==> src/rtl/pas_pkg.sv <==
package pas_pkg;

   typedef enum logic [1:0] {
      MS_IDLE,
      MS_SETTLE,
      MS_SAMPLE
   } micro_e;

   typedef enum logic [2:0] {
      ST_SEARCH,
      ST_FWD,
      ST_BACK,
      ST_REWIND,
      ST_RESEARCH,
      ST_COMMIT
   } stage_e;

endpackage

==> src/rtl/pas_settle_timer.sv <==
module pas_settle_timer #(
   parameter int CYCLES = 5,
   localparam int TW = $clog2(CYCLES + 1)
) (
   input  logic clk,
   input  logic rst_n,
   input  logic kick,
   output logic settled
);

   logic [TW-1:0] cnt_q;

   generate
      if (CYCLES < 1) begin : g_bad_cycles
         $error("pas_settle_timer: CYCLES must be at least 1");
      end
   endgenerate

   always_ff @(posedge clk) begin
      if (!rst_n)
         cnt_q <= '0;
      else if (kick)
         cnt_q <= TW'(CYCLES);
      else if (cnt_q != '0)
         cnt_q <= cnt_q - TW'(1);
   end

   assign settled = (cnt_q == '0) && !kick;

   // a fresh code is never released in the cycle right after it was written
   p_settle_len_r2: assert property (@(posedge clk) disable iff (!rst_n)
      kick |=> !settled);

endmodule

==> src/rtl/pas_bounded_counter.sv <==
module pas_bounded_counter #(
   parameter int LIMIT = 15,
   localparam int W = $clog2(LIMIT + 1)
) (
   input  logic         clk,
   input  logic         rst_n,
   input  logic         clr,
   input  logic         inc,
   output logic [W-1:0] value
);

   generate
      if (LIMIT < 1) begin : g_bad_limit
         $error("pas_bounded_counter: LIMIT must be at least 1");
      end
   endgenerate

   always_ff @(posedge clk) begin
      if (!rst_n)
         value <= '0;
      else if (clr)
         value <= '0;
      else if (inc && value != W'(LIMIT))
         value <= value + W'(1);
   end

   p_cnt_bound_r8: assert property (@(posedge clk) disable iff (!rst_n)
      value <= W'(LIMIT));

endmodule

==> src/rtl/phase_align_seq.sv <==
module phase_align_seq
   import pas_pkg::*;
#(
   parameter int CODE_W       = 6,
   parameter int SETTLE_CYC   = 5,
   parameter int MAX_ADJ      = 65535,
   parameter int MAX_ATT      = 10,
   parameter int FWD_STEPS    = 5,
   parameter int BACK_STEPS   = 3,
   parameter int REWIND_STEPS = 5,
   localparam int CNT_W       = $clog2(MAX_ADJ + 1)
) (
   input  logic              clk,
   input  logic              rst_n,
   input  logic              start_i,
   input  logic              cmp_i,
   output logic [CODE_W-1:0] code_o,
   output logic              load_o,
   output logic              busy_o,
   output logic              done_o,
   output logic              fail_o,
   output logic [CNT_W-1:0]  count_o
);

   localparam int N_A   = (FWD_STEPS > BACK_STEPS) ? FWD_STEPS : BACK_STEPS;
   localparam int N_MAX = (N_A > REWIND_STEPS) ? N_A : REWIND_STEPS;
   localparam int N_W   = $clog2(N_MAX + 1);
   localparam int ATT_W = $clog2(MAX_ATT + 1);

   generate
      if (CODE_W < 2) begin : g_bad_code_w
         $error("phase_align_seq: CODE_W must be at least 2");
      end
      if (MAX_ADJ < 2) begin : g_bad_adj
         $error("phase_align_seq: MAX_ADJ must be at least 2");
      end
      if (FWD_STEPS < 1 || BACK_STEPS < 1 || REWIND_STEPS < 1) begin : g_bad_steps
         $error("phase_align_seq: confirmation step counts must be positive");
      end
   endgenerate

   micro_e            ms_q;
   stage_e            stage_q;
   logic [CODE_W-1:0] code_q;
   logic              load_q;
   logic              prev_q;
   logic              done_q;
   logic              fail_q;

   logic              kick, settled;
   logic              adj_clr, adj_inc, att_inc, n_clr, n_inc;
   logic [CNT_W-1:0]  adj_cnt;
   logic [ATT_W-1:0]  att_cnt;
   logic [N_W-1:0]    n_cnt;

   // ---------------- submodules ----------------
   pas_settle_timer #(.CYCLES(SETTLE_CYC)) u_timer (
      .clk(clk), .rst_n(rst_n), .kick(kick), .settled(settled));

   pas_bounded_counter #(.LIMIT(MAX_ADJ)) u_adj_cnt (
      .clk(clk), .rst_n(rst_n), .clr(adj_clr), .inc(adj_inc), .value(adj_cnt));

   pas_bounded_counter #(.LIMIT(MAX_ATT)) u_att_cnt (
      .clk(clk), .rst_n(rst_n), .clr(adj_clr), .inc(att_inc), .value(att_cnt));

   pas_bounded_counter #(.LIMIT(N_MAX)) u_step_cnt (
      .clk(clk), .rst_n(rst_n), .clr(n_clr), .inc(n_inc), .value(n_cnt));

   // ---------------- sample decision ----------------
   logic              s;
   logic [CNT_W:0]    adj_nx;
   logic [N_W:0]      n_nx;
   logic [ATT_W:0]    att_nx;
   logic              limit_hit, fall_seen, disc, att_out, give_up;
   logic              step_clr, upd_prev;
   logic [CODE_W-1:0] wr_code;
   stage_e            to_stage;

   assign s      = cmp_i;
   assign adj_nx = {1'b0, adj_cnt} + (CNT_W+1)'(1);
   assign n_nx   = {1'b0, n_cnt} + (N_W+1)'(1);
   assign att_nx = {1'b0, att_cnt} + (ATT_W+1)'(1);
   assign limit_hit = (adj_nx == (CNT_W+1)'(MAX_ADJ));
   assign fall_seen = (prev_q != s) && !s;

   always_comb begin
      wr_code  = code_q;
      to_stage = stage_q;
      step_clr = 1'b0;
      upd_prev = 1'b0;
      disc     = 1'b0;
      unique case (stage_q)
         ST_SEARCH, ST_RESEARCH: begin
            if (fall_seen && stage_q == ST_SEARCH) begin
               to_stage = ST_FWD;
               step_clr = 1'b1;
               wr_code  = code_q;                 // (code-1)+1
            end else if (fall_seen) begin
               to_stage = ST_COMMIT;
               wr_code  = code_q - CODE_W'(1);    // final minus-one correction
            end else begin
               upd_prev = 1'b1;
               wr_code  = s ? code_q + CODE_W'(1) : code_q - CODE_W'(1);
            end
         end
         ST_FWD: begin
            if (!s && n_nx < (N_W+1)'(FWD_STEPS))
               wr_code = code_q + CODE_W'(1);
            else if (n_nx == (N_W+1)'(FWD_STEPS) && !s) begin
               to_stage = ST_BACK;
               step_clr = 1'b1;
               wr_code  = code_q - CODE_W'(1);
            end else
               disc = 1'b1;
         end
         ST_BACK: begin
            if (!s && n_nx < (N_W+1)'(BACK_STEPS))
               wr_code = code_q - CODE_W'(1);
            else if (n_nx == (N_W+1)'(BACK_STEPS)) begin
               to_stage = ST_REWIND;
               step_clr = 1'b1;
               wr_code  = code_q - CODE_W'(1);
            end else
               disc = 1'b1;
         end
         ST_REWIND: begin
            if (n_nx < (N_W+1)'(REWIND_STEPS))
               wr_code = code_q - CODE_W'(1);
            else if (s) begin
               to_stage = ST_RESEARCH;
               upd_prev = 1'b1;
               wr_code  = code_q;
            end else
               disc = 1'b1;
         end
         default: ;
      endcase
      if (disc) begin
         to_stage = ST_SEARCH;
         step_clr = 1'b1;
         upd_prev = 1'b1;
         wr_code  = code_q;
      end
   end

   assign att_out = disc && (att_nx >= (ATT_W+1)'(MAX_ATT));
   assign give_up = limit_hit || att_out;

   // ---------------- counter and timer control ----------------
   assign adj_clr = (ms_q == MS_IDLE) && start_i;
   assign kick    = adj_clr || ((ms_q == MS_SAMPLE) && !give_up);
   assign adj_inc = (ms_q == MS_SAMPLE);
   assign att_inc = (ms_q == MS_SAMPLE) && disc && !give_up;
   assign n_clr   = adj_clr || ((ms_q == MS_SAMPLE) && step_clr);
   assign n_inc   = (ms_q == MS_SAMPLE) && !step_clr;

   // ---------------- sequencer ----------------
   always_ff @(posedge clk) begin
      if (!rst_n) begin
         ms_q    <= MS_IDLE;
         stage_q <= ST_SEARCH;
         code_q  <= '0;
         load_q  <= 1'b0;
         prev_q  <= 1'b0;
         done_q  <= 1'b0;
         fail_q  <= 1'b0;
      end else begin
         done_q <= 1'b0;
         fail_q <= 1'b0;
         unique case (ms_q)
            MS_IDLE: begin
               if (start_i) begin
                  ms_q    <= MS_SETTLE;
                  stage_q <= ST_SEARCH;
                  prev_q  <= cmp_i;
               end
            end
            MS_SETTLE: begin
               if (settled) begin
                  load_q <= ~load_q;
                  if (stage_q == ST_COMMIT) begin
                     ms_q   <= MS_IDLE;
                     done_q <= 1'b1;
                  end else
                     ms_q <= MS_SAMPLE;
               end
            end
            MS_SAMPLE: begin
               if (give_up) begin
                  ms_q   <= MS_IDLE;
                  fail_q <= 1'b1;
               end else begin
                  code_q  <= wr_code;
                  stage_q <= to_stage;
                  if (upd_prev)
                     prev_q <= s;
                  ms_q <= MS_SETTLE;
               end
            end
            default: ms_q <= MS_IDLE;
         endcase
      end
   end

   assign code_o  = code_q;
   assign load_o  = load_q;
   assign busy_o  = (ms_q != MS_IDLE);
   assign done_o  = done_q;
   assign fail_o  = fail_q;
   assign count_o = adj_cnt;

   // ---------------- assertions ----------------
   p_unit_step_r2: assert property (@(posedge clk) disable iff (!rst_n)
      (code_q != $past(code_q)) |->
         ((code_q - $past(code_q)) == CODE_W'(1) ||
          (code_q - $past(code_q)) == {CODE_W{1'b1}}));

   p_load_after_settle_r2: assert property (@(posedge clk) disable iff (!rst_n)
      (load_q != $past(load_q)) |-> ($past(ms_q) == MS_SETTLE && code_q == $past(code_q)));

   p_done_with_strobe_r7: assert property (@(posedge clk) disable iff (!rst_n)
      done_q |-> (load_q != $past(load_q) && $past(stage_q) == ST_COMMIT));

   p_fail_holds_code_r8: assert property (@(posedge clk) disable iff (!rst_n)
      fail_q |-> (code_q == $past(code_q) && $past(ms_q) == MS_SAMPLE));

   p_attempt_cap_r9: assert property (@(posedge clk) disable iff (!rst_n)
      att_cnt < ATT_W'(MAX_ATT));

   p_end_is_idle_r10: assert property (@(posedge clk) disable iff (!rst_n)
      (done_q || fail_q) |-> (ms_q == MS_IDLE && !(done_q && fail_q)));

   p_start_ignored_r10: assert property (@(posedge clk) disable iff (!rst_n)
      (ms_q == MS_SETTLE && !settled && start_i) |=> (ms_q == MS_SETTLE && $stable(code_q)));

endmodule

==> config.mk <==
export PLATFORM = sky130hd
export DESIGN_NAME = phase_align_seq
export DESIGN_NICKNAME = d
export VERILOG_FILES = /design/src/rtl/pas_pkg.sv /design/src/rtl/pas_settle_timer.sv /design/src/rtl/pas_bounded_counter.sv /design/src/rtl/phase_align_seq.sv
export SDC_FILE = /design/constraint.sdc
export NUM_CORES = 1
export LEC_CHECK = 0
export ABC_CLOCK_PERIOD_IN_PS = 2400
export BUFFER_PORTS_ARGS = -buffer_cell sky130_fd_sc_hd__buf_2
export CAP_MARGIN = 20
export CORE_ASPECT_RATIO = 0.5
export CORE_MARGIN = 2
export CORE_UTILIZATION = 53
export CTS_CLUSTER_SIZE = 30
export DETAILED_ROUTE_END_ITERATION = 8
export GPL_ROUTABILITY_DRIVEN = 1
export PLACE_DENSITY = 0.76
export SLEW_MARGIN = 15
export SYNTH_ARGS = -nofsm -noshare
export SYNTH_HDL_FRONTEND = slang
export SYNTH_HIERARCHICAL = 1
export SYNTH_SLANG_ARGS = --single-unit
==> constraint.sdc <==
create_clock -name clk -period 2.4 [get_ports clk]
set_input_delay 0.24 -clock clk [delete_from_list [all_inputs] [get_ports clk]]
set_output_delay 0.24 -clock clk [all_outputs]
set_load 0.005 [all_outputs]
# After elaboration in Yosys (flattened, before gate mapping)
# Index checks and enable logic that the tools add are counted.
[classes]
addsub = 9
n_lt_le_gt_ge = 3
eq_ne = 30
n_mux = 55
bitwise_logic = 4
n_reduce_logical = 42
[op_table]
columns = ["operator", "count"]
rows = [
  ["two-way mux 6 bit", 8],
  ["two-way mux 3 bit", 13],
  ["inequality test 4 bit, second input constant", 7],
  ["one-hot mux 6 bit (4 select lines)", 1],
  ["two-way mux 1 bit", 23],
  ["adder 16 x 1 -> 17 bit, second input constant", 1],
  ["equality test 17 x 16 -> 1 bit, second input constant", 1],
  ["adder 16 x 1 -> 16 bit, second input constant", 1],
  ["logical AND 1 bit", 16],
  ["inequality test 16 bit, second input constant", 1],
  ["inequality test 2 bit, second input constant", 6],
  ["one-hot mux 3 bit (4 select lines)", 1],
  ["AND reduction 11 bit", 1],
  ["inequality test 3 bit, second input constant", 3],
  ["AND reduction 8 bit", 1],
  ["OR reduction 2 bit", 4],
  ["adder 6 x 1 -> 6 bit, second input constant", 1],
  ["equality test 3 x 2 -> 1 bit, second input constant", 2],
  ["equality test 3 bit, second input constant", 2],
  ["logical NOT 3 bit", 2],
  ["two-way mux 2 bit", 3],
  ["inequality test 6 bit, second input constant", 1],
  ["one-hot mux 1 bit (3 select lines)", 2],
  ["one-hot mux 2 bit (3 select lines)", 1],
  ["other kinds (28)", 41],
]
[totals]
ff_bits = 41
in_bits = 4
out_inout_bits = 26

# Longest topological paths before layout
[logic_depth]
depth_word = 15
depth_mapped = 10

# Hierarchy
# The synthesis kept the hierarchy.
[modules_own_cells]
columns = ["module", "n_inst", "cells_each", "area_each_um2", "seq_area_each_um2"]
rows = [
  ["phase_align_seq", 1, 151, 1203.7, 300.3],
  ["pas_bounded_counter (u_adj_cnt)", 1, 91, 864.6, 320.3],
  ["pas_bounded_counter (u_att_cnt)", 1, 23, 220.2, 80.1],
  ["pas_bounded_counter (u_step_cnt)", 1, 16, 178.9, 60.1],
  ["pas_settle_timer", 1, 19, 176.4, 60.1],
]

# Worst setup path after synthesis
# No wires, ideal clock.
[synth_path]
kind = "reg2reg"
from = "register u_att_cnt.value[1]"
to = "register u_att_cnt.value[2]"
t_arrival_ns = 2.250
required_time_ns = 2.334
setup_slack_ns = 0.083
stages_incl_launch_ff = 11
period_less_slack_ns = 2.317
path_cell_list = "dfxtp_1 inv_1 ha_1 or3b_2 a21oi_1 nor3_1 a21oi_1 and3_1 nand2_1 a211o_1 a21oi_2"
[synth_between]
elab_chain_len = 7
word_cells_on_any_way = 9
cone_classes = "add/sub: 2; order compare: 1; eq/ne: 1; reduce/logical: 5"
[synth_lines]
columns = ["element", "line", "source"]
rows = [
  ["start: declaration", "pas_bounded_counter.sv:9", "output logic [W-1:0] value"],
  ["start signal: assignment", "pas_bounded_counter.sv:24", "value <= value + W'(1);"],
  ["adder 4 x 1 -> 5 bit", "phase_align_seq.sv:82", "assign att_nx = {1'b0, att_cnt} + (ATT_W+1)'(1);"],
  [">= comparator 5 x 4 -> 1 bit", "phase_align_seq.sv:146", "assign att_out = disc && (att_nx >= (ATT_W+1)'(MAX_ATT));"],
  ["logical AND 1 bit", "phase_align_seq.sv:146", ""],
  ["logical OR 1 bit", "phase_align_seq.sv:147", "assign give_up = limit_hit || att_out;"],
  ["logical NOT 1 bit", "phase_align_seq.sv:153", "assign att_inc = (ms_q == MS_SAMPLE) && disc && !give_up;"],
  ["logical AND 1 bit", "phase_align_seq.sv:153", ""],
  ["named net att_inc", "phase_align_seq.sv:51", "logic adj_clr, adj_inc, att_inc, n_clr, n_inc;"],
  ["logical AND 1 bit", "pas_bounded_counter.sv:23", "else if (inc && value != W'(LIMIT))"],
]
# The timed path passes the listed nets, and every way through them passes these cells.
# A chain may end at the register's enable or synchronous reset.

# Final worst setup path
[layout_path]
from = "register u_step_cnt.value[2]"
to = "register code_q[2], in the netlist code_o[2]"
[layout_between]
elab_chain_len = 10
word_cells_on_any_way = 25
cone_classes = "add/sub: 1; order compare: 2; eq/ne: 5; mux: 9; bitwise: 2; reduce/logical: 6"
[layout_lines]
columns = ["element", "line", "source"]
rows = [
  ["start: declaration", "pas_bounded_counter.sv:9", ""],
  ["start signal: assignment", "pas_bounded_counter.sv:24", ""],
  ["adder 3 x 1 -> 4 bit *", "phase_align_seq.sv:81", "assign n_nx = {1'b0, n_cnt} + (N_W+1)'(1);"],
  ["parallel branches: the longest is 9 deep, another holds < comparator 4 x 2 -> 1 bit", "-", ""],
  ["end signal: assignment", "phase_align_seq.sv:193", "code_q <= wr_code;"],
  ["end: declaration", "phase_align_seq.sv:44", "logic [CODE_W-1:0] code_q;"],
]
# Every way passes the cells marked *.

==> metrics <==
final hold viol count=0; most frequent cells in the layout=39 x dfxtp_1, 29 x buf_2, 22 x nand2_1; Switch Pwr=0.000479 W; peak supply drop=249 uV; dpl hpwl=4.95 mm; Initial DRC Count=120; clk root buf=clkbuf_8; All-Layer GR Usage=0.246; Placement Setup Slack=0.0884 ns; Synth Instances=300; internal power=0.00110 W; Fin Clk Skew=0.00777 ns; clock slew at reported path FFs=0.08 ns; critical path launch point type=register; Design Area, Final=3110 sq um; crit end category=register; final setup TNS=0 ns; worst-margin pin slew=0.569 ns; FP Rows=18; top post-synthesis cells by area=dfxtp_1 31%, ha_1 5.7%, mux2i_1 4.2%; CTS tree=built; core footprint=4860 sq um; worst-skew pair later-pin latency=0.30 ns; syn_area_per_cell=8.81 sq um; period utilization=0.941; Critical Path AT=2.48 ns; routability cong.=0.875; cts hold-fix bufs=0; Die Footprint=5600 sq um; final worst slack=0.142 ns; n_diodes=0; vias in the first global route=2374; Synth Net Count=316; Nets=362; Leakage=1.27 nW; RSZ-0062 raised after global routing=false; Die Span X=104 um; fmax=0.443 GHz; DR WL/cell=16.3 um; FF+latch area=823 sq um; Via density=6.13; CP Data Required Time=2.63 ns; Switching Share=0.303; TritonCTS Buffers=5; critical path class=register to register; Seq cells post-synth=41; ANT nets after route=0; routed via count=2548; number of distinct library cells after synthesis=69; outcome=finished, final reports clean; Tmin final=2.26 ns; H-tree depth=2; GRT overflow=0; Max-Cap Viols=0; clk sinks=41; power per cell area=507 nW/um^2; port bufs=29; Final Slew Violations=0; share of cells above drive strength 1=0.237; DRC viols=0; worst min-delay path startpoint=rst_n; critical-path maximum fanout=11; min-delay worst type=primary input to register; Critical Path Start=u_step_cnt/value[2]; Yosys top cell by area=dfxtp_1; initial antenna violation count=0; Seq pwr share=0.475; Post-Place Cell Area=2950 sq um; Post-synth EDFFs=0; Detailed Route WL=6.79 mm; Pre-antenna DRT Iters=5; Reg2Reg Launch Point=u_step_cnt/value[2]; Die Y=53.9 um; clock share of power=0.299; fill cell count=432; Yosys top cell area share=0.310; max_slew headroom=0.619; initial core utilization=0.543; ys flop type=dfxtp_1; largest net degree at the start of global routing=24; area of the multi-input gates=1760 sq um; synth warn=6; commonest non-fill, non-tap cell in the layout=dfxtp_1; num ports=30; sequential fraction of the synthesis area=0.310; Gate power share=0.226; Clock Path Buffers=2; async set or reset register ratio after synthesis=0; first-pass GRT wire length=10.8 mm; Area Growth Syn to Fin=17.7%; Finish-stage setup viols=0; post-synthesis cell area=2640 sq um
cell type report:
cell class              count  area share
well taps                  70      0.0281
flip-flops and latches     41       0.264
multi-input cells         232       0.567
clock buffers               7      0.0277
inverters                  19      0.0229
repair buffers             47      0.0900
final timing paths:
| check | endpoint | slack, ns | cells after the start |
|---|---|---|---|
| max | code_o[2] | 0.14 | 5 |
| min | fail_o | 0.38 | 3 |
| max reg2reg | code_o[2] | 0.14 | 5 |
| min reg2reg | code_o[5] | 0.48 | 2 |
cells in the mapped netlist, types with 3 or more instances:
cell       n
o21ai_0    9
nand2b_1   7
nor3b_1    4
or3b_1     3
and2_1     3
o41ai_1    3
nand4_1    9
nand3b_1   4
and3_1     4
dfxtp_1   41
a211o_1    3
nor2_1    18
a21oi_1   17
inv_1     19
nand3_1   11
nor4_1     5
ha_1      12
o31ai_1    4
nor2b_1    6
a211oi_1   8
nand2_1   22
or4_1      4
mux2i_1   11
clkbuf_1   7
xor2_1     6
nor3_1     4
a31oi_1    4
per-stage QoR:
step           utilization  hold slack (ns)  power, W  cells
6_report             0.640            0.381   0.00158    416
4_1_cts              0.624            0.367   0.00158    413
5_1_grt              0.640            0.382   0.00166    416
3_3_place_gp         0.607            0.451   0.00109    406
3_5_place_dp         0.607            0.465   0.00111    406
2_1_floorplan            -            0.395   0.00102    300
per-layer routing:
layer | GRT usage | up-vias | part of all wire
met2 | 0.464 | 68 | 0.48
met5 | 0 | - | 0
met1 | 0.287 | 1246 | 0.45
met3 | 0.0521 | 11 | 0.052
met4 | 0.0946 | 0 | 0.015
li1 | - | 1223 | -
kinds of logic (layout without fill, tap and decap cells):
kind of cell,count (synthesis),in the layout,share of synthesized area
DFF,41,41,0.310
adders and majority gates,12,12,0.0568
muxes,11,11,0.0416
and+or+nand+nor,126,126,0.308
buffers and inverters,27,73,0.0412
AOI/OAI and AO/OA,75,75,0.216
xor gates and xnor gates,8,8,0.0265
what timing repair did:
item / 4_1_cts / 5_1_grt
buffers inserted: 0 / 3
resized for setup: 0 / 11
setup endpoints to repair: 0 / 8
power by group through the flow:
stage	Combinational [W]	Clock [W]	Sequential, W
finish	0.000357	0.000472	0.000751
floorplan	0.000258	0	0.000760
global placement	0.000330	0	0.000763
detailed placement	0.000348	0	0.000766
CTS	0.000353	0.000475	0.000751
global route	0.000396	0.000503	0.000757
state kept, by name, indices dropped and copies added (netlist names):
register / cells
u_adj_cnt/value: 16
load_o: 1
code_o: 6
u_timer/cnt_q: 3
done_o: 1
fail_o: 1
u_step_cnt/value: 3
stage_q: 3
u_att_cnt/value: 4
ms_q: 2
prev_q: 1
critical path, cell delays in order, from the launching register on:
cell and delay (ns):
dfxtp_1 0.54, nor4b_4 0.38, o2bb2ai_4 0.15, a211o_2 0.44
or4_1 0.52, a21oi_1 0.15
Note: power is estimated with default switching activity, not from simulation.
